<file path="src/rtl/gate_pwm_pkg.sv">
`timescale 1ns/1ps
package gate_pwm_pkg;

  typedef enum logic {
    BUS_DOWN = 1'b0,
    BUS_UP   = 1'b1
  } bus_state_e;

  // On-time limit for ramp step 'step' of 'steps'
  function automatic int ramp_limit(input int max_on, input int steps, input int step);
    return (max_on * step) / steps;
  endfunction

endpackage

</file>
<file path="src/rtl/pwm_period_timer.sv">
`timescale 1ns/1ps
module pwm_period_timer #(
  parameter int PERIOD_CYC = 769,
  localparam int CW = $clog2(PERIOD_CYC)
) (
  input  logic          clk,
  input  logic          rst_n,
  output logic [CW-1:0] cnt_o,
  output logic          last_o
);

  logic [CW-1:0] cnt_q, cnt_d;

  assign last_o = (cnt_q == CW'(PERIOD_CYC - 1));

  always_comb begin
    if (last_o) cnt_d = '0;
    else        cnt_d = cnt_q + 1'b1;
  end

  always_ff @(posedge clk or negedge rst_n) begin
    if (!rst_n) cnt_q <= '0;
    else        cnt_q <= cnt_d;
  end

  assign cnt_o = cnt_q;

endmodule

</file>
<file path="src/rtl/pwm_bo_filter.sv">
`timescale 1ns/1ps
module pwm_bo_filter
  import gate_pwm_pkg::*;
#(
  parameter int FILT_CYC = 5000,
  localparam int FW = $clog2(FILT_CYC + 1)
) (
  input  logic clk,
  input  logic rst_n,
  input  logic low_i,
  input  logic high_i,
  output logic bus_ok_o
);

  bus_state_e    st_q, st_d;
  logic [FW-1:0] run_q, run_d;
  logic          toward;

  // The flag that would move the state away from where it is
  assign toward = (st_q == BUS_UP) ? low_i : high_i;

  always_comb begin
    st_d  = st_q;
    run_d = run_q;
    if (!toward) begin
      run_d = '0;
    end else if (run_q == FW'(FILT_CYC - 1)) begin
      run_d = '0;
      st_d  = (st_q == BUS_UP) ? BUS_DOWN : BUS_UP;
    end else begin
      run_d = run_q + 1'b1;
    end
  end

  always_ff @(posedge clk or negedge rst_n) begin
    if (!rst_n) begin
      st_q  <= BUS_DOWN;
      run_q <= '0;
    end else begin
      st_q  <= st_d;
      run_q <= run_d;
    end
  end

  assign bus_ok_o = (st_q == BUS_UP);

endmodule

</file>
<file path="src/rtl/pwm_soft_start.sv">
`timescale 1ns/1ps
module pwm_soft_start
  import gate_pwm_pkg::*;
#(
  parameter int MAX_ON_CYC = 361,
  parameter int SS_STEPS   = 64,
  parameter int CW         = 10,
  localparam int SW = $clog2(SS_STEPS + 1)
) (
  input  logic          clk,
  input  logic          rst_n,
  input  logic          run_i,
  input  logic          period_end_i,
  output logic [CW-1:0] lim_o
);

  logic [SW-1:0] step_q, step_d;
  logic          step_en;

  assign step_en = run_i && period_end_i && (step_q != SW'(SS_STEPS));

  always_comb begin
    if (!run_i)       step_d = '0;
    else if (step_en) step_d = step_q + 1'b1;
    else              step_d = step_q;
  end

  always_ff @(posedge clk or negedge rst_n) begin
    if (!rst_n) step_q <= '0;
    else        step_q <= step_d;
  end

  assign lim_o = CW'(ramp_limit(MAX_ON_CYC, SS_STEPS, int'(step_q)));

endmodule

</file>
<file path="src/rtl/gate_pwm_ctrl.sv">
`timescale 1ns/1ps
module gate_pwm_ctrl #(
  parameter int PERIOD_CYC = 769,
  parameter int MAX_ON_CYC = 361,
  parameter int BLANK_CYC  = 22,
  parameter int FILT_CYC   = 5000,
  parameter int SS_STEPS   = 64
) (
  input  logic clk,
  input  logic rst_n,
  input  logic loop_cmp_i,
  input  logic ilim_i,
  input  logic bus_low_i,
  input  logic bus_high_i,
  input  logic uvlo_i,
  output logic gate_o
);

  localparam int CW = $clog2(PERIOD_CYC);

  logic          rst_meta, rst_sync_n;
  logic [CW-1:0] cnt;
  logic          last;
  logic          bus_ok;
  logic          run_ok;
  logic [CW-1:0] lim;
  logic          blank;
  logic          kill;
  logic          latch_q, latch_d;

  // Reset: asserted asynchronously, released on a clock edge
  always_ff @(posedge clk or negedge rst_n) begin
    if (!rst_n) begin
      rst_meta   <= 1'b0;
      rst_sync_n <= 1'b0;
    end else begin
      rst_meta   <= 1'b1;
      rst_sync_n <= rst_meta;
    end
  end

  pwm_period_timer #(.PERIOD_CYC(PERIOD_CYC)) u_timer (
    .clk    (clk),
    .rst_n  (rst_sync_n),
    .cnt_o  (cnt),
    .last_o (last)
  );

  pwm_bo_filter #(.FILT_CYC(FILT_CYC)) u_bo (
    .clk      (clk),
    .rst_n    (rst_sync_n),
    .low_i    (bus_low_i),
    .high_i   (bus_high_i),
    .bus_ok_o (bus_ok)
  );

  assign run_ok = bus_ok && !uvlo_i;

  pwm_soft_start #(
    .MAX_ON_CYC (MAX_ON_CYC),
    .SS_STEPS   (SS_STEPS),
    .CW         (CW)
  ) u_ss (
    .clk          (clk),
    .rst_n        (rst_sync_n),
    .run_i        (run_ok),
    .period_end_i (last),
    .lim_o        (lim)
  );

  // Turn-on is always at cnt==0, so the blanking window follows the counter
  assign blank = (cnt < CW'(BLANK_CYC));

  assign kill = loop_cmp_i
             || (ilim_i && !blank)
             || (cnt >= lim)
             || !run_ok;

  always_comb begin
    if (last)      latch_d = run_ok;
    else if (kill) latch_d = 1'b0;
    else           latch_d = latch_q;
  end

  always_ff @(posedge clk or negedge rst_sync_n) begin
    if (!rst_sync_n) latch_q <= 1'b0;
    else             latch_q <= latch_d;
  end

  // Clear acts in the same cycle, ahead of the latch register
  assign gate_o = latch_q && !kill;

endmodule


</file>
<file path="config.mk">
export PLATFORM = sky130hd
export DESIGN_NAME = gate_pwm_ctrl
export DESIGN_NICKNAME = d
export VERILOG_FILES = /design/src/rtl/gate_pwm_pkg.sv /design/src/rtl/pwm_period_timer.sv /design/src/rtl/pwm_bo_filter.sv /design/src/rtl/pwm_soft_start.sv /design/src/rtl/gate_pwm_ctrl.sv
export SDC_FILE = /design/constraint.sdc
export NUM_CORES = 1
export LEC_CHECK = 0
export BUFFER_PORTS_ARGS = -buffer_cell sky130_fd_sc_hd__buf_4
export CAP_MARGIN = 40
export CORE_MARGIN = 1
export CORE_UTILIZATION = 36
export CTS_CLUSTER_DIAMETER = 100
export DETAILED_ROUTE_END_ITERATION = 10
export PLACE_DENSITY = 0.53
export REMOVE_ABC_BUFFERS = 1
export SYNTH_ARGS = -nofsm -noshare
export SYNTH_HDL_FRONTEND = slang
export SYNTH_SLANG_ARGS = --single-unit
</file>
<file path="constraint.sdc">
create_clock -name clk -period 6.5 [get_ports clk]
set_input_delay 1.3 -clock clk [delete_from_list [all_inputs] [get_ports clk]]
set_output_delay 1.3 -clock clk [all_outputs]
set_load 0.01 [all_outputs]
</file>
==> results.md <==
* Core ar. at ~0.0074 mm2
* Fin crit share at 0.926
* Detailed Route WL at 5070 um
* Number of global-route vias before repair at 1984
* Seq/Total Area, Yosys at 0.305
* RSZ-0062 raised after global routing: false
* Fin. Hold Viols at 0
* Switch Pwr at between 80 and 90 uW
* DP Area at a little under 0.003 mm2
* Setup TNS at 0 ps
* Cell with the most instances after synthesis: ha_1
* Post-synth ARST share at 1.00
* Sw Ratio at 0.209
* Yosys top cell by area: dfrtp_1
* Crit Path Max Fanout at 8
* FF-to-FF End: latch_q
* FP Rows at 31
* Slew HR at 0.518
* Fraction of layout cells with a size suffix above 1 at 0.0774
* Max-slew violation count at 0
* Post-synthesis cell type count at 47
* Reg2reg start: u_ss.step_q[5]
* # hold bufs at CTS at 0
* Min cycle time layout at ~6000 ps
* Clock Sinks at 34
* Setup bufs post-CTS at 0
* First-pass GRT wire length at about 9100 um
* Pin count of the biggest net entering global routing at 33
* Internal power at 333 uW
* Clk buf depth at 2
* Leakage Power at between 0.0015 and 0.002 uW
* Nets at approximately 360
* 1st-iter DRT viols at 64
* Synthesized cell area at approximately 0.0028 mm2
* Avg WL per Cell at around 13 um
* Clock transition at the registers of the reported paths at roughly 80 ps
* Initial antenna violation count at 0
* Sequential power share at 0.511
* Worst Path Class, Setup: flip-flop to output port
* Req. time, crit path at between 5000 and 6000 ps
* Fin cells at 396
* Cell count of the worst reg-to-reg path at 18
* Yosys reg bits at 34
* Status: finished, final reports clean
* Die Y at between 90 and 100 um
* FMAX at approximately 170 MHz
* CTS tree: built
* Final setup fails at 0
* Synthesis-to-finish area growth at 10.2%
* Arr. time, crit path at around 4700 ps
* Flop2flop setup slack at 2060 ps
* Ports placed on the boundary at 8
* Detail Placement HPWL at roughly 4000 um
* GPL Wtd Cong at 0.795
* Drt drc at 0
* Number of port buffers at 7
* Worst IR Drop VDD at between 90 and 100 uV
* Largest cells by area after synthesis: dfrtp_1, ha_1, fa_1
* Worst setup SP type: flip-flop
* Starting Density at 0.379
* Actual slew at the worst max-slew pin at slightly above 700 ps
* Top_reg_cell synth: dfrtp_1
* Share of the synthesized area in the top cell type at 0.305
* Most frequent cells after synthesis: ha_1, dfrtp_1, nor2_1, inv_1, xnor2_1
* Hold Path Class: flip-flop to asynchronous set/reset pin
* Final Power at ~420 uW
* Root Driver: clkbuf_8
* # resized after CTS at 0
* Drt first pass iters at 4
* Htree depth at 2
* Vias per cell at ~4.9
* Placed cell count at slightly below 400
* Total GRT Usage at 0.138
* Final ANT Viol Nets at 0
* Num CTS Buffers at 5
* Total number of vias at between 1500 and 2000
* Power density cells at 137 mW/mm2
* Number of flops mapped to enable cells by yosys at 0
* Comb pwr share at 0.029
* Antenna cells at 0
* Max_cap viols at 0
* Die area at ~0.0081 mm2
* Post-Syn Area per Cell at 9.86 um2
* Cells after Synth at about 280
* Clock network power share at 0.461
* Final Skew at just under 8 ps
* Clk Latency, worst-skew pair at 290 ps
* Synth warn at 0
* Die width at between 90 and 100 um
* Setup crit end kind: output port
* Global route overflow at 0
* Cell area after layout at a little over 0.003 mm2
-- metrics by stage --
step / util / hold WS (ps) / setup WS, ps
2_1_floorplan: - / 331 / 1150
3_3_place_gp: 0.402 / 277 / 761
3_5_place_dp: 0.402 / 283 / 756
4_1_cts: 0.417 / 294 / 414
5_1_grt: 0.417 / 317 / 130
6_report: 0.417 / 266 / 478
-- flip-flops by register name, indices dropped and copies added, names as in the netlist --
register	cells
latch_q	1
u_bo.run_q	13
u_timer.cnt_o	10
rst_meta	1
u_bo.bus_ok_o	1
rst_sync_n	1
u_ss.step_q	7
-- placed cells by master, fill, tap and decap left out, types with 2 or more instances in the layout --
| cell | synthesis | layout |
|---|---|---|
| ha_1 | 52 | 52 |
| nand2b_1 | 2 | 2 |
| a211oi_1 | 3 | 3 |
| clkbuf_8 | 0 | 5 |
| a21oi_1 | 11 | 11 |
| nor3_1 | 4 | 4 |
| nor2b_1 | 6 | 6 |
| inv_1 | 23 | 23 |
| nand4_1 | 9 | 9 |
| nor2_1 | 26 | 26 |
| xor2_1 | 13 | 13 |
| dfrtp_1 | 34 | 34 |
| and3_1 | 3 | 3 |
| buf_4 | 0 | 8 |
| xnor2_1 | 17 | 17 |
| nand2_1 | 15 | 15 |
| nand3_1 | 12 | 12 |
| a21o_1 | 2 | 2 |
| fa_1 | 8 | 8 |
| o31ai_1 | 2 | 2 |
| o21ai_0 | 13 | 13 |
-- kinds of logic (layout without fill, tap and decap cells) --
| group | count (synthesis) | count (layout) | synth area share |
|---|---|---|---|
| adders and majority gates | 60 | 60 | 0.291 |
| xor gates and xnor gates | 30 | 30 | 0.0942 |
| other | 1 | 1 | 0.00134 |
| muxes | 1 | 1 | 0.00359 |
| AOI/OAI and AO/OA | 41 | 41 | 0.0924 |
| buffers and inverters | 25 | 39 | 0.0341 |
| DFF | 34 | 34 | 0.305 |
| and+or+nand+nor | 91 | 91 | 0.179 |
-- worst max path at each step --
stage                   start     end  slack [ps]  cells after the start
2_1_floorplan  u_ss.step_q[3]  gate_o        1150                     17
3_3_place_gp   u_ss.step_q[5]  gate_o         760                     19
3_5_place_dp   u_ss.step_q[5]  gate_o         760                     19
4_1_cts        u_ss.step_q[5]  gate_o         410                     19
5_1_grt        u_ss.step_q[3]  gate_o         130                     18
6_report       u_ss.step_q[5]  gate_o         480                     19
-- final cells by class --
type | instances | area [um2]
fillers | 741 | 4290
clock inverters | 2 | 37.5
well taps | 99 | 124
multi-input cells | 224 | 1840
clock buffers | 6 | 72.6
repair buffers | 8 | 60.1
flip-flops and latches | 34 | 851
inverters | 23 | 86.3
-- layer usage --
metal  routed length [um]  part of all wire  track usage  vias to the layer above
met4                   45            0.0089       0.0363                        0
met3                  115             0.023       0.0305                        4
met1                 2760              0.54        0.197                      892
met5                    0                 0            0                        -
met2                 2150              0.42        0.210                       14
li1                     -                 -            -                     1019
-- worst max-delay path, stage by stage (launching register included) --
cell	delay [ps]
dfrtp_1	530
inv_1	150
ha_1	300
inv_1	40
fa_1	470
inv_1	50
fa_1	420
ha_1	290
ha_1	400
a21oi_1	160
o221ai_1	130
o21bai_1	230
a22o_1	260
ha_1	290
a21oi_1	150
nor2b_1	50
o21ai_0	140
nand4_1	130
nor2_1	120
buf_4	120
-- power groups by stage --
| stage | clock (uW) | combinational [uW] | sequential (uW) |
|---|---|---|---|
| floorplan | 0 | 4.06 | 222 |
| global placement | 0 | 12.4 | 219 |
| detailed placement | 0 | 12.5 | 219 |
| CTS | 202 | 12.7 | 215 |
| global route | 211 | 13.8 | 215 |
| finish | 194 | 12.0 | 215 |
Note: power is estimated with default switching activity, not from simulation.
